### src/rtl/rcadc_pkg.sv
package rcadc_pkg;
    localparam int CNT_W  = 16;
    localparam int DATA_W = 8;
    localparam int ADDR_W = 3;
    localparam int NCNT   = 2;

    localparam logic [ADDR_W-1:0] AD_A_LO = 3'd0;
    localparam logic [ADDR_W-1:0] AD_A_HI = 3'd1;
    localparam logic [ADDR_W-1:0] AD_B_LO = 3'd2;
    localparam logic [ADDR_W-1:0] AD_B_HI = 3'd3;
    localparam logic [ADDR_W-1:0] AD_TCTL = 3'd4;
    localparam logic [ADDR_W-1:0] AD_CCTL = 3'd5;
    localparam logic [ADDR_W-1:0] AD_STAT = 3'd6;

    localparam int RUN_BIT = 4;

    typedef enum logic {ST_IDLE, ST_RUN} run_state_e;
endpackage

### src/rtl/rcadc_tick_mux.sv
module rcadc_tick_mux #(
    parameter int N_CH0 = 4,
    parameter int N_CH1 = 2,
    parameter int ASEL_W = 3,
    parameter int BSEL_W = 4
) (
    input  logic [ASEL_W-1:0] a_sel,
    input  logic [BSEL_W-1:0] b_sel,
    input  logic              tick_sys,
    input  logic              tick_instr,
    input  logic              tick_rtc,
    input  logic              tick_ext0,
    input  logic              tick_ext1,
    input  logic [N_CH0-1:0]  osc_ch0,
    input  logic [N_CH1-1:0]  osc_ch1,
    output logic              a_tick,
    output logic              b_tick
);
    localparam int CH1_BASE = N_CH0 + 1;
    localparam int EXT1_CODE = N_CH0 + N_CH1 + 1;

    always_comb begin
        unique case (a_sel)
            ASEL_W'(0): a_tick = tick_sys;
            ASEL_W'(1): a_tick = tick_instr;
            ASEL_W'(2): a_tick = tick_rtc;
            default:    a_tick = 1'b0;
        endcase
    end

    always_comb begin
        b_tick = 1'b0;
        if (int'(b_sel) == 0)
            b_tick = tick_ext0;
        for (int i = 0; i < N_CH0; i++)
            if (int'(b_sel) == i + 1) b_tick = osc_ch0[i];
        for (int j = 0; j < N_CH1; j++)
            if (int'(b_sel) == CH1_BASE + j) b_tick = osc_ch1[j];
        if (int'(b_sel) == EXT1_CODE)
            b_tick = tick_ext1;
    end
endmodule

### src/rtl/rcadc_counter.sv
module rcadc_counter #(
    parameter int WIDTH = 16
) (
    input  logic             clk,
    input  logic             rst_n,
    input  logic             en,
    input  logic             tick,
    input  logic             load,
    input  logic [WIDTH-1:0] load_val,
    output logic [WIDTH-1:0] cnt,
    output logic             ovf
);
    localparam logic [WIDTH-1:0] MAXV = '1;

    logic [WIDTH-1:0] cnt_q;

    always_ff @(posedge clk or negedge rst_n) begin
        if (!rst_n)           cnt_q <= '0;
        else if (load)        cnt_q <= load_val;
        else if (en && tick)  cnt_q <= cnt_q + 1'b1;
    end

    assign cnt = cnt_q;
    assign ovf = en && tick && (cnt_q == MAXV);

    // a high-byte write commits the full 16-bit value
    p_load_value_r2: assert property (@(posedge clk) disable iff (!rst_n)
        load |=> cnt_q == $past(load_val));
    // a stopped counter stays frozen
    p_freeze_r7: assert property (@(posedge clk) disable iff (!rst_n)
        (!en && !load) |=> $stable(cnt_q));
    // the wrap lands on zero
    p_wrap_zero_r7: assert property (@(posedge clk) disable iff (!rst_n)
        (ovf && !load) |=> cnt_q == '0);
endmodule

### src/rtl/rcadc_ctrl.sv
module rcadc_ctrl
    import rcadc_pkg::*;
(
    input  logic clk,
    input  logic rst_n,
    input  logic start_req,
    input  logic stop_req,
    input  logic end_ovf,
    output logic running,
    output logic flag_set
);
    run_state_e st_q, st_d;

    always_ff @(posedge clk or negedge rst_n) begin
        if (!rst_n) st_q <= ST_IDLE;
        else        st_q <= st_d;
    end

    always_comb begin
        st_d = st_q;
        unique case (st_q)
            ST_IDLE: if (start_req) st_d = ST_RUN;
            ST_RUN: begin
                if (end_ovf)       st_d = ST_IDLE;
                else if (stop_req) st_d = ST_IDLE;
            end
            default: st_d = ST_IDLE;
        endcase
    end

    always_comb begin
        running  = (st_q == ST_RUN);
        flag_set = (st_q == ST_RUN) && end_ovf;
    end

    // the selected overflow ends the run
    p_stop_on_ovf_r7: assert property (@(posedge clk) disable iff (!rst_n)
        (running && end_ovf) |=> !running);
    // a concurrent start does not override the stop
    p_overflow_wins_r11: assert property (@(posedge clk) disable iff (!rst_n)
        (running && end_ovf && start_req) |=> (st_q == ST_IDLE));
    // start moves the machine to the run state
    p_start_r4: assert property (@(posedge clk) disable iff (!rst_n)
        (!running && start_req) |=> running);
endmodule

### src/rtl/rcadc_timer.sv
module rcadc_timer
    import rcadc_pkg::*;
#(
    parameter int N_CH0 = 4,
    parameter int N_CH1 = 2
) (
    input  logic              clk,
    input  logic              rst_n,
    input  logic [ADDR_W-1:0] addr,
    input  logic              wr_en,
    input  logic              rd_en,
    input  logic [DATA_W-1:0] wdata,
    output logic [DATA_W-1:0] rdata,
    input  logic              tick_sys,
    input  logic              tick_instr,
    input  logic              tick_rtc,
    input  logic              tick_ext0,
    input  logic              tick_ext1,
    input  logic [N_CH0-1:0]  osc_ch0,
    input  logic [N_CH1-1:0]  osc_ch1,
    output logic              irq
);
    localparam int ASEL_W = 3;
    localparam int BSEL_W = 4;

    logic [ASEL_W-1:0] a_sel_q;
    logic [BSEL_W-1:0] b_sel_q;
    logic              conv_mode_q;
    logic              ovf_sel_q;
    logic [DATA_W-1:0] lobuf_q;
    logic              flag_q;

    logic              busy;
    logic              flag_set;
    logic              end_ovf;
    logic              start_req, stop_req;
    logic              a_tick, b_tick;
    logic [CNT_W-1:0]  cnt_val  [NCNT];
    logic              cnt_ovf  [NCNT];
    logic              cnt_tick [NCNT];
    logic              cnt_en   [NCNT];
    logic              cnt_load [NCNT];

    logic wr_tctl, wr_cctl, wr_stat, wr_lo, flag_clr;

    assign wr_tctl  = wr_en && (addr == AD_TCTL);
    assign wr_cctl  = wr_en && (addr == AD_CCTL);
    assign wr_stat  = wr_en && (addr == AD_STAT);
    assign wr_lo    = wr_en && !busy && ((addr == AD_A_LO) || (addr == AD_B_LO));
    assign flag_clr = wr_stat && !wdata[0];

    assign start_req = wr_tctl && wdata[RUN_BIT];
    assign stop_req  = wr_tctl && !wdata[RUN_BIT];

    rcadc_tick_mux #(
        .N_CH0(N_CH0), .N_CH1(N_CH1), .ASEL_W(ASEL_W), .BSEL_W(BSEL_W)
    ) u_mux (
        .a_sel(a_sel_q), .b_sel(b_sel_q),
        .tick_sys(tick_sys), .tick_instr(tick_instr), .tick_rtc(tick_rtc),
        .tick_ext0(tick_ext0), .tick_ext1(tick_ext1),
        .osc_ch0(osc_ch0), .osc_ch1(osc_ch1),
        .a_tick(a_tick), .b_tick(b_tick)
    );

    assign cnt_tick[0] = a_tick;
    assign cnt_tick[1] = b_tick;
    assign cnt_en[0]   = busy;
    assign cnt_en[1]   = busy && conv_mode_q;

    for (genvar g = 0; g < NCNT; g++) begin : g_cnt
        localparam logic [ADDR_W-1:0] HI_ADDR = ADDR_W'(2 * g + 1);
        assign cnt_load[g] = wr_en && !busy && (addr == HI_ADDR);
        rcadc_counter #(.WIDTH(CNT_W)) u_cnt (
            .clk(clk), .rst_n(rst_n),
            .en(cnt_en[g]), .tick(cnt_tick[g]),
            .load(cnt_load[g]), .load_val({wdata, lobuf_q}),
            .cnt(cnt_val[g]), .ovf(cnt_ovf[g])
        );
    end

    assign end_ovf = (conv_mode_q && ovf_sel_q) ? cnt_ovf[1] : cnt_ovf[0];

    rcadc_ctrl u_ctrl (
        .clk(clk), .rst_n(rst_n),
        .start_req(start_req), .stop_req(stop_req), .end_ovf(end_ovf),
        .running(busy), .flag_set(flag_set)
    );

    always_ff @(posedge clk or negedge rst_n) begin
        if (!rst_n) begin
            a_sel_q     <= '0;
            b_sel_q     <= '0;
            conv_mode_q <= 1'b0;
            ovf_sel_q   <= 1'b0;
        end else begin
            if (wr_tctl) a_sel_q <= wdata[ASEL_W-1:0];
            if (wr_cctl) begin
                b_sel_q     <= wdata[7:4];
                conv_mode_q <= wdata[1];
                ovf_sel_q   <= wdata[0];
            end
        end
    end

    always_ff @(posedge clk or negedge rst_n) begin
        if (!rst_n)
            lobuf_q <= '0;
        else if (wr_lo)
            lobuf_q <= wdata;
        else if (rd_en && !busy && addr == AD_A_HI)
            lobuf_q <= cnt_val[0][DATA_W-1:0];
        else if (rd_en && !busy && addr == AD_B_HI)
            lobuf_q <= cnt_val[1][DATA_W-1:0];
    end

    always_ff @(posedge clk or negedge rst_n) begin
        if (!rst_n)        flag_q <= 1'b0;
        else if (flag_set) flag_q <= 1'b1;
        else if (flag_clr) flag_q <= 1'b0;
    end

    assign irq = flag_q;

    always_comb begin
        rdata = '0;
        unique case (addr)
            AD_A_LO, AD_B_LO: rdata = busy ? '0 : lobuf_q;
            AD_A_HI: rdata = busy ? '0 : cnt_val[0][CNT_W-1:DATA_W];
            AD_B_HI: rdata = busy ? '0 : cnt_val[1][CNT_W-1:DATA_W];
            AD_TCTL: rdata = {3'b000, busy, 1'b0, a_sel_q};
            AD_CCTL: rdata = {b_sel_q, 2'b00, conv_mode_q, ovf_sel_q};
            AD_STAT: rdata = {7'b0, flag_q};
            default: rdata = '0;
        endcase
    end

    // locked byte registers leave the buffer untouched
    p_locked_buffer_r9: assert property (@(posedge clk) disable iff (!rst_n)
        (busy && (wr_en || rd_en) && addr < AD_TCTL) |=> $stable(lobuf_q));
    // flag holds until cleared
    p_flag_sticky_r10: assert property (@(posedge clk) disable iff (!rst_n)
        (flag_q && !flag_clr) |=> flag_q);
    // counter B does not move in timer mode
    p_b_hold_timer_r8: assert property (@(posedge clk) disable iff (!rst_n)
        (!conv_mode_q && !cnt_load[1]) |=> $stable(cnt_val[1]));
    // flag rises only when the run ends
    p_flag_rise_r7: assert property (@(posedge clk) disable iff (!rst_n)
        $rose(flag_q) |-> !busy);
endmodule

### config.mk
export PLATFORM = sky130hd
export DESIGN_NAME = rcadc_timer
export DESIGN_NICKNAME = d
export VERILOG_FILES = /design/src/rtl/rcadc_pkg.sv /design/src/rtl/rcadc_tick_mux.sv /design/src/rtl/rcadc_counter.sv /design/src/rtl/rcadc_ctrl.sv /design/src/rtl/rcadc_timer.sv
export SDC_FILE = /design/constraint.sdc
export NUM_CORES = 1
export LEC_CHECK = 0
export ABC_AREA = 1
export BUFFER_PORTS_ARGS = -buffer_cell sky130_fd_sc_hd__buf_2
export CORE_MARGIN = 8
export CORE_UTILIZATION = 50
export DETAILED_ROUTE_END_ITERATION = 8
export PLACE_DENSITY = 0.69
export SYNTH_ARGS = -nofsm -noshare
export SYNTH_HDL_FRONTEND = slang
export SYNTH_SLANG_ARGS = --single-unit
### constraint.sdc
create_clock -name clk -period 3.5 [get_ports clk]
set_input_delay 0.875 -clock clk [delete_from_list [all_inputs] [get_ports clk]]
set_output_delay 0.875 -clock clk [all_outputs]
set_load 0.02 [all_outputs]
==> results of run 1 <==
synth_stat cells, types with 2 or more instances:
| library cell | n | share of area [%] |
|---|---|---|
| sky130_fd_sc_hd__nand3_4 | 2 | 1.0 |
| sky130_fd_sc_hd__nand3_2 | 2 | 0.58 |
| sky130_fd_sc_hd__buf_4 | 2 | 0.43 |
| sky130_fd_sc_hd__inv_4 | 2 | 0.36 |
| sky130_fd_sc_hd__dfrtp_1 | 51 | 37 |
| sky130_fd_sc_hd__nor2_1 | 27 | 2.9 |
| sky130_fd_sc_hd__inv_1 | 44 | 4.8 |
| sky130_fd_sc_hd__o22ai_1 | 7 | 1.3 |
| sky130_fd_sc_hd__xnor2_1 | 8 | 2.0 |
| sky130_fd_sc_hd__clkbuf_1 | 2 | 0.22 |
| sky130_fd_sc_hd__buf_6 | 3 | 0.98 |
| sky130_fd_sc_hd__nor2_4 | 3 | 0.98 |
| sky130_fd_sc_hd__nand2_1 | 186 | 20 |
| sky130_fd_sc_hd__nor2_2 | 4 | 0.72 |
| sky130_fd_sc_hd__ha_1 | 2 | 0.72 |
| sky130_fd_sc_hd__nand4_1 | 6 | 1.1 |
| sky130_fd_sc_hd__inv_2 | 11 | 1.2 |
| sky130_fd_sc_hd__o21ai_1 | 5 | 0.72 |
| sky130_fd_sc_hd__nor3_1 | 5 | 0.72 |
| sky130_fd_sc_hd__o221ai_1 | 7 | 1.8 |
| sky130_fd_sc_hd__o211ai_1 | 14 | 3.0 |
| sky130_fd_sc_hd__o21ai_0 | 21 | 3.0 |
| sky130_fd_sc_hd__nor3_4 | 2 | 0.94 |
| sky130_fd_sc_hd__a21oi_1 | 9 | 1.3 |
| sky130_fd_sc_hd__nand2_2 | 3 | 0.54 |
| sky130_fd_sc_hd__nand3_1 | 39 | 5.7 |
| sky130_fd_sc_hd__xor2_1 | 14 | 3.6 |
| sky130_fd_sc_hd__buf_2 | 3 | 0.43 |
per-layer routing:
layer,wire [um],track usage (%),up-vias
met3,533,3.352,20
met2,4838,35.97,94
met5,0,0,-
met1,4562,27.56,1586
li1,-,-,1663
met4,231,7.567,0
worst register-to-register path, stage by stage (launching register included):
cell,delay [ns]
sky130_fd_sc_hd__dfrtp_1,0.44
sky130_fd_sc_hd__inv_2,0.12
sky130_fd_sc_hd__nor2_1,0.12
sky130_fd_sc_hd__nand3_1,0.10
sky130_fd_sc_hd__nor2_2,0.21
sky130_fd_sc_hd__buf_4,0.21
sky130_fd_sc_hd__inv_2,0.10
sky130_fd_sc_hd__nand2_4,0.11
sky130_fd_sc_hd__inv_2,0.12
sky130_fd_sc_hd__nand2_1,0.08
sky130_fd_sc_hd__nand2_1,0.05
sky130_fd_sc_hd__clkinv_1,0.04
sky130_fd_sc_hd__nand2_1,0.04
flip-flops by register name, summed over array words and instances (netlist names):
| register | count |
|---|---|
| ovf_sel_q | 1 |
| u_ctrl.running | 1 |
| conv_mode_q | 1 |
| b_sel_q | 4 |
| g_cnt.u_cnt.cnt | 32 |
| a_sel_q | 3 |
| irq | 1 |
| lobuf_q | 8 |
layout make-up:
| type | count | area, um2 | area share, % |
|---|---|---|---|
| multi-input cells | 372 | 1878 | 49.52 |
| flip-flops and latches | 51 | 1276 | 33.65 |
| inverters | 59 | 227.7 | 6.005 |
| repair buffers | 37 | 192.7 | 5.081 |
| well taps | 80 | 100.1 | 2.639 |
| clock buffers | 6 | 82.58 | 2.177 |
| clock inverters | 2 | 35.03 | 0.9238 |
per-stage QoR:
| stage | power [uW] | setup slack [ns] | hold WS [ns] | cells |
|---|---|---|---|---|
| after CTS | 2531 | 0.5328 | 0.4966 | 607 |
| after global routing | 2723 | 0.4412 | 0.5128 | 607 |
| after floorplan | 1766 | 0.7133 | 0.4652 | 492 |
| final | 2532 | 0.5011 | 0.4760 | 607 |
| after global placement | 2076 | 0.5730 | 0.4771 | 599 |
| after detailed placement | 2092 | 0.5479 | 0.4894 | 599 |
power by group through the flow:
stage               combinational, uW  clock, uW  sequential (uW)
finish                            934        438             1160
global route                     1070        463             1190
CTS                               936        445             1150
detailed placement                931          0             1160
global placement                  916          0             1160
floorplan                         708          0             1060
logic make-up after synthesis:
logic type,after synthesis
and+or+nand+nor,282
buffers and inverters,69
AOI/OAI and AO/OA,65
DFF,51
xor gates and xnor gates,22
adders and majority gates,2
muxes,1
path summary, 6_finish.rpt:
| check | from | to | depth (start not counted) |
|---|---|---|---|
| worst min register to register | lobuf_q[1] | g_cnt[1].u_cnt.cnt[1] | 2 |
| max in group asynchronous | rst_n | g_cnt[0].u_cnt.cnt[13] | 2 |
| worst max-delay path | addr[0] | rdata[5] | 5 |
| worst max register to register | u_ctrl.running | g_cnt[0].u_cnt.cnt[15] | 12 |
| worst min-delay path | rst_n | g_cnt[1].u_cnt.cnt[2] | 1 |
| min in group clk | lobuf_q[1] | g_cnt[1].u_cnt.cnt[1] | 2 |
==> implementation parameters, run 1 <==
Parameter                              Value

Status
  Status ... complete, no violations

CTS
  Post-CTS Hold Buffers ... 0
  Clock sink count ... 51
  Clock insertion delay at the later pin of the skew report ... just over 0.3 ns
  Total number of H-tree levels ... 2
  Post-CTS setup buffers ... 0
  CTS tree ... done
  Clock slew seen by the registers of the worst setup and hold paths ... 0.10 ns
  Number of buffers created by CTS ... 5
  Master cell of the clock root buffer ... sky130_fd_sc_hd__clkbuf_8
  Largest buffer count on any clock path ... 2
  Number of gates given a new drive strength after cts ... 0

Route
  Mean routed wirelength per cell ... 16.75 um
  Remaining design rule violation count ... 0
  Antenna-violating nets left ... 0
  Vias per cell ... 5.540
  Total detailed-routing wirelength ... a little over 10 mm
  Routed via count ... ~3400
  First DRT Iteration DRCs ... roughly 310
  First drt pass iteration count ... 5

Power
  Sequential power share ... a little under half
  Static leakage ... 0.001749 uW
  Maximum VDD drop ... roughly 0.00033 V
  Net load switching power ... 1118 uW
  Share of total power in the clock network ... 17.3%
  Power per cell area ... roughly 670 nW/um2
  Switching fraction of total power ... around 44%
  Share of power burned in combinational logic ... 36.9%
  Int Pwr ... 1414 uW

GRT
  Pin count of the biggest net entering global routing ... 35
  Total gr overflow ... 0
  Tot GR Track Use ... between 20% and 30%
  Via count of the first global-routing pass ... 3348
  Global-route wire length before repair ... approximately 17 mm
  Initial antenna violation count ... 0

Place
  Placed wire-length estimate after detailed placement ... 7.989 mm
  Placer congestion estimate ... ~0.98
  Count of port buffers added during placement ... 34
  Placed inst area ... approximately 3700 um2

Worst setup path
  Setup CP Type ... in2out
  Maximum net fanout on the critical path ... 7
  Slowest stage cell on the critical path ... sky130_fd_sc_hd__o31ai_1
  Setup slack of the worst register-to-register path ... between 1.5 and 2 ns
  Crit path required time ... between 2 and 3 ns
  Top delay family on crit path ... compound AO/OA/AOI/OAI gates
  Worst EP arrival ... roughly 2.1 ns
  Crit end category ... output port
  Count of buffering cells on the critical path with inverters included ... 3
  Cells traversed along the worst timing path ... buf_2, inv_2, o31ai_1, o21ai_0, buf_2
  Largest stage delay on the critical path ... between 0.5 and 0.6 ns
  Kind of start point of the critical path ... input pin
  CP dominant cell by count ... sky130_fd_sc_hd__buf_2

Job
  Max-cap check violation count ... 0

Synth
  Async SR Flop Fraction ... 100.0%
  Number of nets in the synthesized netlist ... 520
  Multiplexer fraction of the synthesized cell area ... less than 1%
  Register bit total from synthesis ... a little over 50
  Number of library cell types mapped by synthesis ... 36
  Adder-cell share of the synthesized area ... less than 1%
  Fraction of the yosys area taken by sequential cells ... 36.96%
  Warning count from the yosys run ... 0
  Syn_area_per_cell ... 7.019 um2
  Area share of xor/xnor cells in the synthesized design ... between 5 and 6%
  Simple-gate area share of the yosys netlist ... 36.20%
  Synthesized-area fraction occupied by ao, oa, aoi and oai cells ... 11.56%
  Number of flops mapped to enable cells by yosys ... 0
  Largest family of logic cells by synthesized area ... simple AND/OR/NAND/NOR gates
  Primary FF master, synth ... sky130_fd_sc_hd__dfrtp_1
  Cells after Synth ... ~490
  Synth Cell Area ... ~3500 um2

Layout
  Most frequent standard cell in the layout excluding fill and tap cells ... sky130_fd_sc_hd__nand2_1
  Fill cells ... a little under 700
  Nets ... 554
  Inserted Diodes ... 0
  Proportion of layout cells with a drive suffix above 1 ... between 10 and 15%
  Utilization of the core after routing ... 56.13%
  Area grow syn2layout ... 9.819%
  Most used cells in the layout excluding fill and tap cells ... sky130_fd_sc_hd__nand2_1, sky130_fd_sc_hd__dfrtp_1, sky130_fd_sc_hd__inv_1, sky130_fd_sc_hd__nand3_1, sky130_fd_sc_hd__buf_2
  Cell area after layout ... approximately 3800 um2

Timing
  Endpoints failing setup ... 0
  Final hold viol count ... 0
  Time the worst path needs with I/O delays and setup ... 2.999 ns
  Number of max-slew violations in the final report ... 0
  Setup repair after global routing missed its margin ... false
  Final total negative setup slack ... 0 ns
  Tightest Pin Transition ... between 0.5 and 0.6 ns
  Largest clock skew in the final design ... approximately 0.0094 ns
  Period utilisation layout ... between 80% and 90%
  Worst slew slack as a fraction of its limit ... between 60% and 70%
  Fmax achieved ... around 0.33 GHz

Die
  Chip Width ... 99.11 um
  Standard-cell row count ... 30
  Effective utilization at floorplan ... around half
  Ports placed on the boundary ... 35
  DIE HEIGHT ... around 99 um
  Area of the placeable core ... 6756 um2
  Die Area ... 9822 um2

Worst hold path
  Path category of the worst min-delay check ... in2async
Power figures use the tool's default switching activity.
==> run 2, diff against run 1 <==
--- a/config.mk
+++ b/config.mk
@@ -7,6 +7,7 @@
 export LEC_CHECK = 0
 export ABC_AREA = 1
 export BUFFER_PORTS_ARGS = -buffer_cell sky130_fd_sc_hd__buf_2
+export CORE_ASPECT_RATIO = 0.9
 export CORE_MARGIN = 8
 export CORE_UTILIZATION = 50
 export DETAILED_ROUTE_END_ITERATION = 8
==> run 2 against run 1 <==
Clock skew fell by 0.0023 ns. Non-clock buffer count rose by 1. Maximum frequency rose by 2.7%. Sequential cell count did not move. Routed wire length fell by 3.0%. Hold slack improved by 0.028 ns. Die area barely moved.
==> implementation parameters, run 2 (synthesized netlist as in run 1, its figures left out) <==
Parameter                              Value

Status
  Status ... complete, no violations

Die
  Area of the placeable core ... roughly 6600 um2
  Effective utilization at floorplan ... roughly 52%
  Ports placed on the boundary ... 35
  Standard-cell row count ... 28
  Chip Width ... around 100 um
  DIE HEIGHT ... between 90 and 100 um
  Die Area ... roughly 9800 um2

Power
  Switching fraction of total power ... about 46%
  Static leakage ... between 0.0015 and 0.002 uW
  Int Pwr ... 1324 uW
  Share of power burned in combinational logic ... roughly two fifths
  Sequential power share ... around 48%
  Net load switching power ... ~1100 uW
  Maximum VDD drop ... between 0.0003 and 0.0004 V
  Share of total power in the clock network ... 14.1%
  Power per cell area ... about 640 nW/um2
  Overall power after layout ... roughly 2400 uW

Route
  Remaining design rule violation count ... 0
  Routed via count ... between 3000 and 4000
  Mean routed wirelength per cell ... 15.95 um
  First drt pass iteration count ... 5
  Vias per cell ... roughly 5.5
  Antenna-violating nets left ... 0
  First DRT Iteration DRCs ... between 300 and 400
  Total detailed-routing wirelength ... 9.856 mm

GRT
  Met1 routing resource usage after global routing ... between 20% and 30%
  Tot GR Track Use ... between 20% and 30%
  Fraction of met3 tracks used by global routing ... 4.561%
  Via count of the first global-routing pass ... about 3200
  GRT met2 Usage ... about a third
  Most used routing layer ... met2
  Pin count of the biggest net entering global routing ... 29
  Total gr overflow ... 0
  Global-route wire length before repair ... roughly 16 mm
  Initial antenna violation count ... 0

Layout
  Most frequent standard cell in the layout excluding fill and tap cells ... sky130_fd_sc_hd__nand2_1
  Number of flip-flops under the largest register name ... 32
  Area grow syn2layout ... 9.348%
  Cell area after layout ... between 3000 and 4000 um2
  Most used cells in the layout excluding fill and tap cells ... sky130_fd_sc_hd__nand2_1, sky130_fd_sc_hd__dfrtp_1, sky130_fd_sc_hd__inv_1, sky130_fd_sc_hd__nand3_1, sky130_fd_sc_hd__buf_2
  Nets ... roughly 560
  Inserted Diodes ... 0
  Utilization of the core after routing ... 57.03%
  Proportion of layout cells with a drive suffix above 1 ... between 10% and 20%

Place
  Placer congestion estimate ... 0.9584
  Placed inst area ... between 3000 and 4000 um2
  Count of port buffers added during placement ... 34
  Placed wire-length estimate after detailed placement ... approximately 7.7 mm

Worst setup path
  Source of the worst register-to-register timing path ... u_ctrl.running
  Crit path required time ... 2.62 ns
  Setup CP Type ... in2out
  Crit path launch ... addr[0]
  Crit end category ... output port
  Worst EP arrival ... between 2 and 2.5 ns
  Kind of start point of the critical path ... input pin
  Maximum net fanout on the critical path ... 7

CTS
  Post-CTS setup buffers ... 0
  Number of buffers created by CTS ... 5
  Total number of H-tree levels ... 2
  Clock slew seen by the registers of the worst setup and hold paths ... roughly 0.090 ns
  Largest buffer count on any clock path ... 2
  Master cell of the clock root buffer ... sky130_fd_sc_hd__clkbuf_8
  Number of gates given a new drive strength after cts ... 0
  Post-CTS Hold Buffers ... 0
  Clock insertion delay at the later pin of the skew report ... slightly above 0.3 ns
  Clock sink count ... 51
  CTS tree ... done

Timing
  Time the worst path needs with I/O delays and setup ... slightly below 3 ns
  Number of max-slew violations in the final report ... 0
  Largest clock skew in the final design ... just over 0.007 ns
  Setup repair after global routing missed its margin ... false
  Tightest Pin Transition ... 0.6260 ns
  Worst slew slack as a fraction of its limit ... ~58%
  Fmax achieved ... 0.3424 GHz
  Period utilisation layout ... a little over four fifths
  Final hold viol count ... 0
  Endpoints failing setup ... 0
  Final total negative setup slack ... 0 ns

Worst hold path
  Worst min-delay path startpoint ... lobuf_q[1]
  Path category of the worst min-delay check ... reg2reg

Job
  Max-cap check violation count ... 0
==> run 2: per-layer routing <==
layer,vias to the layer above,wire (um)
li1,1665,-
met4,0,174
met1,1569,4400
met5,-,0
met3,20,720
met2,129,4560
==> run 2: through the flow <==
stage / setup slack (ns) / hold slack (ns) / std cells
finish: 0.5791 / 0.5041 / 618
CTS: 0.5950 / 0.5103 / 618
floorplan: 0.7133 / 0.4652 / 492
global placement: 0.6558 / 0.4845 / 610
global route: 0.4369 / 0.5332 / 618
detailed placement: 0.6055 / 0.4892 / 610
==> run 2: power by group through the flow <==
stage	Combinational [uW]	Sequential, uW	Clock [uW]
final	930	1160	342
after global routing	1070	1200	370
after CTS	931	1150	341
after detailed placement	923	1160	0
after global placement	906	1160	0
after floorplan	708	1060	0
==> run 2: final cells by class <==
cell class	count	area (um2)
clock inverter	1	5.005
timing repair buffer	38	200.2
tap	90	112.6
sequential	51	1276
multi-input combinational	372	1878
fill	638	2845
clock buffer	7	76.32
inverter	59	227.7
==> run 2: worst paths after layout <==
kind	to	slack, ns	cells past startpoint
setup / recovery	rdata[5]	0.58	5
hold / removal	g_cnt[1].u_cnt.cnt[1]	0.50	2
max in group asynchronous	g_cnt[0].u_cnt.cnt[10]	2.29	2
hold reg to reg	g_cnt[1].u_cnt.cnt[1]	0.50	2
min in group asynchronous	g_cnt[1].u_cnt.cnt[3]	0.57	1
setup reg to reg	g_cnt[0].u_cnt.cnt[15]	1.73	10
==> run 2: worst max-delay path, stage by stage <==
cell	delay, ns
sky130_fd_sc_hd__buf_2	0.21
sky130_fd_sc_hd__inv_2	0.10
sky130_fd_sc_hd__o31ai_1	0.50
sky130_fd_sc_hd__o21ai_0	0.18
sky130_fd_sc_hd__buf_2	0.19
